--- config.mk ---
export PLATFORM = sky130hd
export DESIGN_NAME = dr_prefix_adder
export DESIGN_NICKNAME = d
export VERILOG_FILES = /design/src/rtl/dr_adder_pkg.sv /design/src/rtl/dr_stage_ctrl.sv /design/src/rtl/dr_gp_logic.sv /design/src/rtl/dr_prefix_logic.sv /design/src/rtl/dr_sum_logic.sv /design/src/rtl/dr_prefix_adder.sv
export SDC_FILE = /design/constraint.sdc
export NUM_CORES = 1
export LEC_CHECK = 0
export ABC_AREA = 1
export BUFFER_PORTS_ARGS = -buffer_cell sky130_fd_sc_hd__buf_2
export CORE_MARGIN = 2
export CORE_UTILIZATION = 50
export CTS_CLUSTER_SIZE = 14
export DETAILED_ROUTE_END_ITERATION = 10
export GPL_ROUTABILITY_DRIVEN = 0
export PLACE_DENSITY = 0.7
export SLEW_MARGIN = 20
export SYNTH_ARGS = -nofsm -noshare
export SYNTH_HDL_FRONTEND = slang
export SYNTH_SLANG_ARGS = --single-unit
--- constraint.sdc ---
create_clock -name clk -period 1.73 [get_ports clk]
set_clock_uncertainty 0.15 [all_clocks]
set_input_delay 0.0865 -clock clk [delete_from_list [all_inputs] [get_ports clk]]
set_output_delay 0.0865 -clock clk [all_outputs]
set_load 0.02 [all_outputs]
--- src/rtl/dr_adder_pkg.sv ---
package dr_adder_pkg;

   function automatic int prefix_levels(input int w);
      return $clog2(w);
   endfunction

   function automatic int stage_count(input int w);
      return $clog2(w) + 2;
   endfunction

   function automatic bit is_pow2(input int w);
      return (w >= 2) && ((w & (w - 1)) == 0);
   endfunction

endpackage

--- src/rtl/dr_stage_ctrl.sv ---
module dr_stage_ctrl #(
   parameter int DIN  = 8,
   parameter int DOUT = 8
) (
   input  logic            clk,
   input  logic            rst_n,
   input  logic [DIN-1:0]  in_t,
   input  logic [DIN-1:0]  in_f,
   input  logic [DOUT-1:0] fn_val,
   input  logic            ack_dn,
   output logic [DOUT-1:0] q_t,
   output logic [DOUT-1:0] q_f,
   output logic            full
);

   logic in_valid;
   logic in_empty;

   // completion detection: every bit has exactly one rail high, or all low
   assign in_valid = &(in_t ^ in_f);
   assign in_empty = ~|(in_t | in_f);

   always_ff @(posedge clk or negedge rst_n) begin
      if (!rst_n) begin
         full <= 1'b0;
         q_t  <= '0;
         q_f  <= '0;
      end else if (!full && in_valid && !ack_dn) begin
         full <= 1'b1;
         q_t  <= fn_val;
         q_f  <= ~fn_val;
      end else if (full && in_empty && ack_dn) begin
         full <= 1'b0;
         q_t  <= '0;
         q_f  <= '0;
      end
   end

   AST_LOAD_COMPLETE: assert property (@(posedge clk) disable iff (!rst_n)
      $rose(full) |-> &(q_t ^ q_f));
   AST_DISCHARGE_EMPTY: assert property (@(posedge clk) disable iff (!rst_n)
      $fell(full) |-> ~|(q_t | q_f));
   AST_HOLD_VALUE: assert property (@(posedge clk) disable iff (!rst_n)
      (full && $past(full)) |-> ($stable(q_t) && $stable(q_f)));

endmodule

--- src/rtl/dr_gp_logic.sv ---
module dr_gp_logic #(
   parameter int W = 8
) (
   input  logic [W-1:0]   a,
   input  logic [W-1:0]   b,
   input  logic           cin,
   output logic [3*W:0]   y
);

   logic [W-1:0] gen;
   logic [W-1:0] prp;
   logic [W-1:0] hx;

   always_comb begin
      hx  = a ^ b;
      gen = a & b;
      prp = hx;
      // carry-in folded into bit 0 so the prefix spans never need position -1
      gen[0] = (a[0] & b[0]) | (hx[0] & cin);
      prp[0] = 1'b0;
      y = {cin, hx, prp, gen};
   end

endmodule

--- src/rtl/dr_prefix_logic.sv ---
module dr_prefix_logic #(
   parameter int W    = 8,
   parameter int SPAN = 1
) (
   input  logic [3*W:0] d,
   output logic [3*W:0] y
);

   logic [W-1:0] g_in, p_in, g_out, p_out;

   assign g_in = d[W-1:0];
   assign p_in = d[2*W-1:W];

   for (genvar i = 0; i < W; i++) begin : g_bit
      if (i >= SPAN) begin : g_merge
         assign g_out[i] = g_in[i] | (p_in[i] & g_in[i-SPAN]);
         assign p_out[i] = p_in[i] & p_in[i-SPAN];
      end else begin : g_pass
         assign g_out[i] = g_in[i];
         assign p_out[i] = p_in[i];
      end
   end

   assign y = {d[3*W:2*W], p_out, g_out};

endmodule

--- src/rtl/dr_sum_logic.sv ---
module dr_sum_logic #(
   parameter int W = 8
) (
   input  logic [3*W:0] d,
   output logic [W:0]   s
);

   logic [W-1:0] grp_g, hx, carry;
   logic         sink_unused;

   assign grp_g = d[W-1:0];
   assign hx    = d[3*W-1:2*W];
   assign carry = {grp_g[W-2:0], d[3*W]};
   assign s     = {grp_g[W-1], hx ^ carry};
   assign sink_unused = ^d[2*W-1:W];

endmodule

--- src/rtl/dr_prefix_adder.sv ---
module dr_prefix_adder #(
   parameter int W = 8
) (
   input  logic                                   clk,
   input  logic                                   rst_n,
   input  logic [W-1:0]                           a_t,
   input  logic [W-1:0]                           a_f,
   input  logic [W-1:0]                           b_t,
   input  logic [W-1:0]                           b_f,
   input  logic                                   cin_t,
   input  logic                                   cin_f,
   output logic                                   in_ack,
   output logic [W:0]                             sum_t,
   output logic [W:0]                             sum_f,
   input  logic                                   sum_ack,
   output logic [dr_adder_pkg::stage_count(W)-1:0] stage_pwr
);

   localparam int NPFX = dr_adder_pkg::prefix_levels(W);
   localparam int NSTG = dr_adder_pkg::stage_count(W);
   localparam int DP   = 3 * W + 1;
   localparam int DI   = 2 * W + 1;

   initial begin
      assert (dr_adder_pkg::is_pow2(W))
         else $error("dr_prefix_adder: W must be a power of two, at least 2");
   end

   logic [NSTG-1:0] full;
   logic [DP-1:0]   pt [0:NPFX];
   logic [DP-1:0]   pf [0:NPFX];
   logic [DP-1:0]   gp_fn;
   logic [DI-1:0]   src_t, src_f;

   assign src_t = {cin_t, b_t, a_t};
   assign src_f = {cin_f, b_f, a_f};

   dr_gp_logic #(.W(W)) u_gp (
      .a(a_t), .b(b_t), .cin(cin_t), .y(gp_fn)
   );

   dr_stage_ctrl #(.DIN(DI), .DOUT(DP)) u_hc_gp (
      .clk(clk), .rst_n(rst_n), .in_t(src_t), .in_f(src_f),
      .fn_val(gp_fn), .ack_dn(full[1]),
      .q_t(pt[0]), .q_f(pf[0]), .full(full[0])
   );

   for (genvar k = 0; k < NPFX; k++) begin : g_lvl
      logic [DP-1:0] fn;

      dr_prefix_logic #(.W(W), .SPAN(1 << k)) u_pfx (
         .d(pt[k]), .y(fn)
      );

      dr_stage_ctrl #(.DIN(DP), .DOUT(DP)) u_hc (
         .clk(clk), .rst_n(rst_n), .in_t(pt[k]), .in_f(pf[k]),
         .fn_val(fn), .ack_dn(full[k+2]),
         .q_t(pt[k+1]), .q_f(pf[k+1]), .full(full[k+1])
      );
   end

   logic [W:0] sum_fn;

   dr_sum_logic #(.W(W)) u_sum (
      .d(pt[NPFX]), .s(sum_fn)
   );

   dr_stage_ctrl #(.DIN(DP), .DOUT(W+1)) u_hc_sum (
      .clk(clk), .rst_n(rst_n), .in_t(pt[NPFX]), .in_f(pf[NPFX]),
      .fn_val(sum_fn), .ack_dn(sum_ack),
      .q_t(sum_t), .q_f(sum_f), .full(full[NSTG-1])
   );

   assign in_ack    = full[0];
   assign stage_pwr = full;

   for (genvar k = 0; k < NSTG - 1; k++) begin : g_gap
      AST_SPACER_GAP: assert property (@(posedge clk) disable iff (!rst_n)
         $rose(full[k]) |-> !full[k+1]);
   end

   AST_ACK_NEEDS_VALID: assert property (@(posedge clk) disable iff (!rst_n)
      $rose(in_ack) |-> $past(&(src_t ^ src_f)));

endmodule

==> run metrics <==
final setup fails=around 140; mapped cell area=between 10000 and 15000 sq um; failing checks=setup timing; vias in the first global route=between 10000 and 15000; Routed WL per cell=about 21 microns; crit-path max cell delay=380 ps; Net Switching=roughly 2.2 mW; Hold/Removal Path Class=in2async; CTS Sinks=~180; yosys warns=0; clock-pin slew on the worst setup and hold paths=80 ps; worst slew pin tran=between 600 and 700 ps; RSZ-0062 raised after global routing=true; VDD IR max=between 0.6 and 0.7 mV; placed cell area=approximately 13000 sq um; Core Rows=53; multi-input gate area in the final layout=7020 sq um; Final Util=approximately 79%; Mapped Nets=around 1600; Worst Setup End Kind=flip-flop; Data arrival, critical path=about 2300 ps; DRT antenna net count=0; startpoint types=flip-flop; Initial Util=roughly half; Tot GR Track Use=30.9%; global-route wire length before repair=around 55 mm; Synth async-reset ratio=100%; design area=16800 sq um; Worst Path Max Fanout=5; cells along the critical path=inv_2, ha_4, nand2_2, nor2_4, nand3_2, nor2_4, buf_12, buf_12, nor2_4, nand2_1, nand2_1; count of cell types in the netlist=28; Die X=approximately 150 microns; dominant cells by area after synthesis=dfrtp_1 (41%), nand2_1 (17%), ha_1 (12%); Placed Cells incl. Taps=between 1500 and 2000; proportion of layout cells with a drive suffix above 1=between 40% and 50%; Mapped Cells=approximately 1400; most frequent cell after synthesis=nand2_1; CTS H-tree depth=4; Internal=approximately 6.5 mW; Syn Area/Cell=7.56 sq um; clock tree buffer depth=2; TritonCTS clock tree=yes; CP Class=reg2reg; Iteration-0 DRC Markers=1202; CTS root buffer=clkbuf_16; final hold vios=0; most common cell type on the critical path=nor2_4; Leakage=approximately 8.9 nW; # nets final=between 1500 and 2000; DR DRC count=0; core footprint=approximately 21000 sq um; Final period util=120%; Synth top cells by count=nand2_1 (487), inv_1 (247), dfrtp_1 (179), nand3_1 (170), ha_1 (103); worst skew pair latency=between 400 and 500 ps; Crit path max-delay family=simple AND/OR/NAND/NOR gates; largest net degree at the start of global routing=54; Synth Register Bits=roughly 180; vias per cell=between 5 and 6; slowest CP cell=dfrtp_1; ant diodes=0; number of port buffers=60; Final min period=approximately 2100 ps; Slew Limit Fails=0; Congestion Overflow GR=0; Worst Path Required=1900 ps; P&R area growth vs syn=54.6%; CP bufs+invs=3; final worst slack=-352 ps; PwrDens=roughly 510 nW/um^2; number of flops mapped to enable cells by yosys=0; Net Sw Frac=25.4%; I/O Pins=61; final wirelength=44.1 mm; Rel. slew slack=between 50 and 60%; initial antenna violation count=1; die footprint=23000 sq um; Seq pwr share=roughly half; Final HPWL DP=around 23 mm; area leader, netlist=dfrtp_1; fill count=roughly 1100; most used flip-flop cell after synthesis=dfrtp_1; CTS Buf Count=17; max_cap viols=0; top-area cell type share of the netlist area=between 40% and 50%; total number of vias=~12000; Combinational Power Share=under 10%; fmax=a little under 500 MHz; outcome=complete, but fails checks; post-synthesis sequential area ratio=41.1%; Finished Layout Cells=2093; Reg area=4480 sq um; clock network fraction of total power=a little under half; drt first pass iters=9; Die Span Y=152 microns
registers in the layout, indices dropped and copies added, names as in the netlist:
name	flops
g_lvl.u_hc.q_f	64
g_lvl.u_hc.q_t	61
u_hc_gp.q_f	18
u_hc_gp.q_t	17
u_hc_sum.full	1
u_hc_sum.q_f	9
u_hc_sum.q_t	9
worst paths after layout:
path / start / end / slack, ps / depth (start not counted)
max: u_hc_gp.q_t[2]$_DFFE_PN0P_ / g_lvl[0].u_hc.q_f[12]$_DFFE_PN0P_ / -350 / 11
min in group clk: b_t[3] / u_hc_gp.q_t[3]$_DFFE_PN0P_ / 90 / 4
min: rst_n / g_lvl[1].u_hc.q_t[7]$_DFFE_PN0P_ / 40 / 2
max reg2reg: u_hc_gp.q_t[2]$_DFFE_PN0P_ / g_lvl[0].u_hc.q_f[12]$_DFFE_PN0P_ / -350 / 11
min reg2reg: u_hc_sum.q_t[6]$_DFFE_PN0P_ / u_hc_sum.q_t[6]$_DFFE_PN0P_ / 350 / 2
max in group asynchronous: rst_n / g_lvl[0].u_hc.q_f[7]$_DFFE_PN0P_ / 720 / 3
layout by cell type (no fill, tap or decap), types with 8 or more instances in the layout:
master,instances
buf_2,54
inv_2,84
ha_1,41
dfrtp_1,176
clkbuf_16,26
dlygate4sd3_1,25
nand2_4,19
xnor2_1,8
nand3_1,93
nand2_1,414
nand2_2,58
buf_6,20
nand3_2,83
buf_4,239
nand4_1,43
inv_1,162
nor2_4,27
nor2_1,54
nor2_2,24
buf_12,28
ha_4,62
layer usage:
layer  track usage (%)  up-vias  wire [microns]  part of all wire [%]
li1                  -     5252               -                     -
met1              34.6     5678           14400                    33
met2              55.2      791           21700                    49
met3              5.60      334            3730                   8.5
met5                 0        -              15                 0.034
met4              17.6        2            4150                   9.4
cells by family (layout without fill, tap and decap cells):
group                      after synthesis  after routing  share of synthesized area, %
buffers and inverters                  296            664                          11.7
AOI/OAI and AO/OA                       27             27                          1.36
xor gates and xnor gates                 8              8                         0.643
adders and majority gates              103            103                          11.8
and+or+nand+nor                        828            837                          33.3
DFF                                    179            179                          41.1
metrics by stage:
| stage | hold slack, ps | setup slack (ps) | power [mW] | setup TNS (ps) |
|---|---|---|---|---|
| after floorplan | -359 | -1.44 | 4.37 | -1.44 |
| after global placement | -42.1 | -233 | 4.57 | -13230 |
| after detailed placement | -43.8 | -325 | 4.58 | -16740 |
| after CTS | 73.8 | -121 | 8.53 | -5990 |
| after global routing | 110 | -380 | 8.83 | -34450 |
| final | 44.9 | -352 | 8.65 | -27810 |
timing repair:
| action | 4_1_cts | 5_1_grt |
|---|---|---|
| cloned | 13 | 11 |
| hold endpoints to repair | 215 | 0 |
| hold buffers | 26 | 0 |
| endpoints found under the setup margin | 149 | 177 |
| pin swaps | 58 | 135 |
| buffers inserted | 22 | 50 |
| gates resized for setup | 171 | 300 |
power by group through the flow:
stage	sequential (mW)	combinational (mW)	clock [mW]
2_1_floorplan	4.27	0.106	0
3_3_place_gp	4.26	0.306	0
3_5_place_dp	4.26	0.316	0
4_1_cts	4.18	0.370	3.98
5_1_grt	4.18	0.458	4.19
6_report	4.18	0.413	4.05
final cells by class:
cell class	instances	share of cell area, %
timing repair buffer	381	20.3
clock inverter	14	0.966
clock buffer	18	2.61
inverter	251	5.79
sequential	179	26.6
multi-input combinational	975	41.7
tap	275	2.04
worst register-to-register path: cells and delay by family, from the launching register on:
kind,cells,cell delay (ps)
fa+ha+maj,1,260
buf+inv,3,360
flops,1,380
simple gates,7,810
Power figures use the tool's default switching activity.
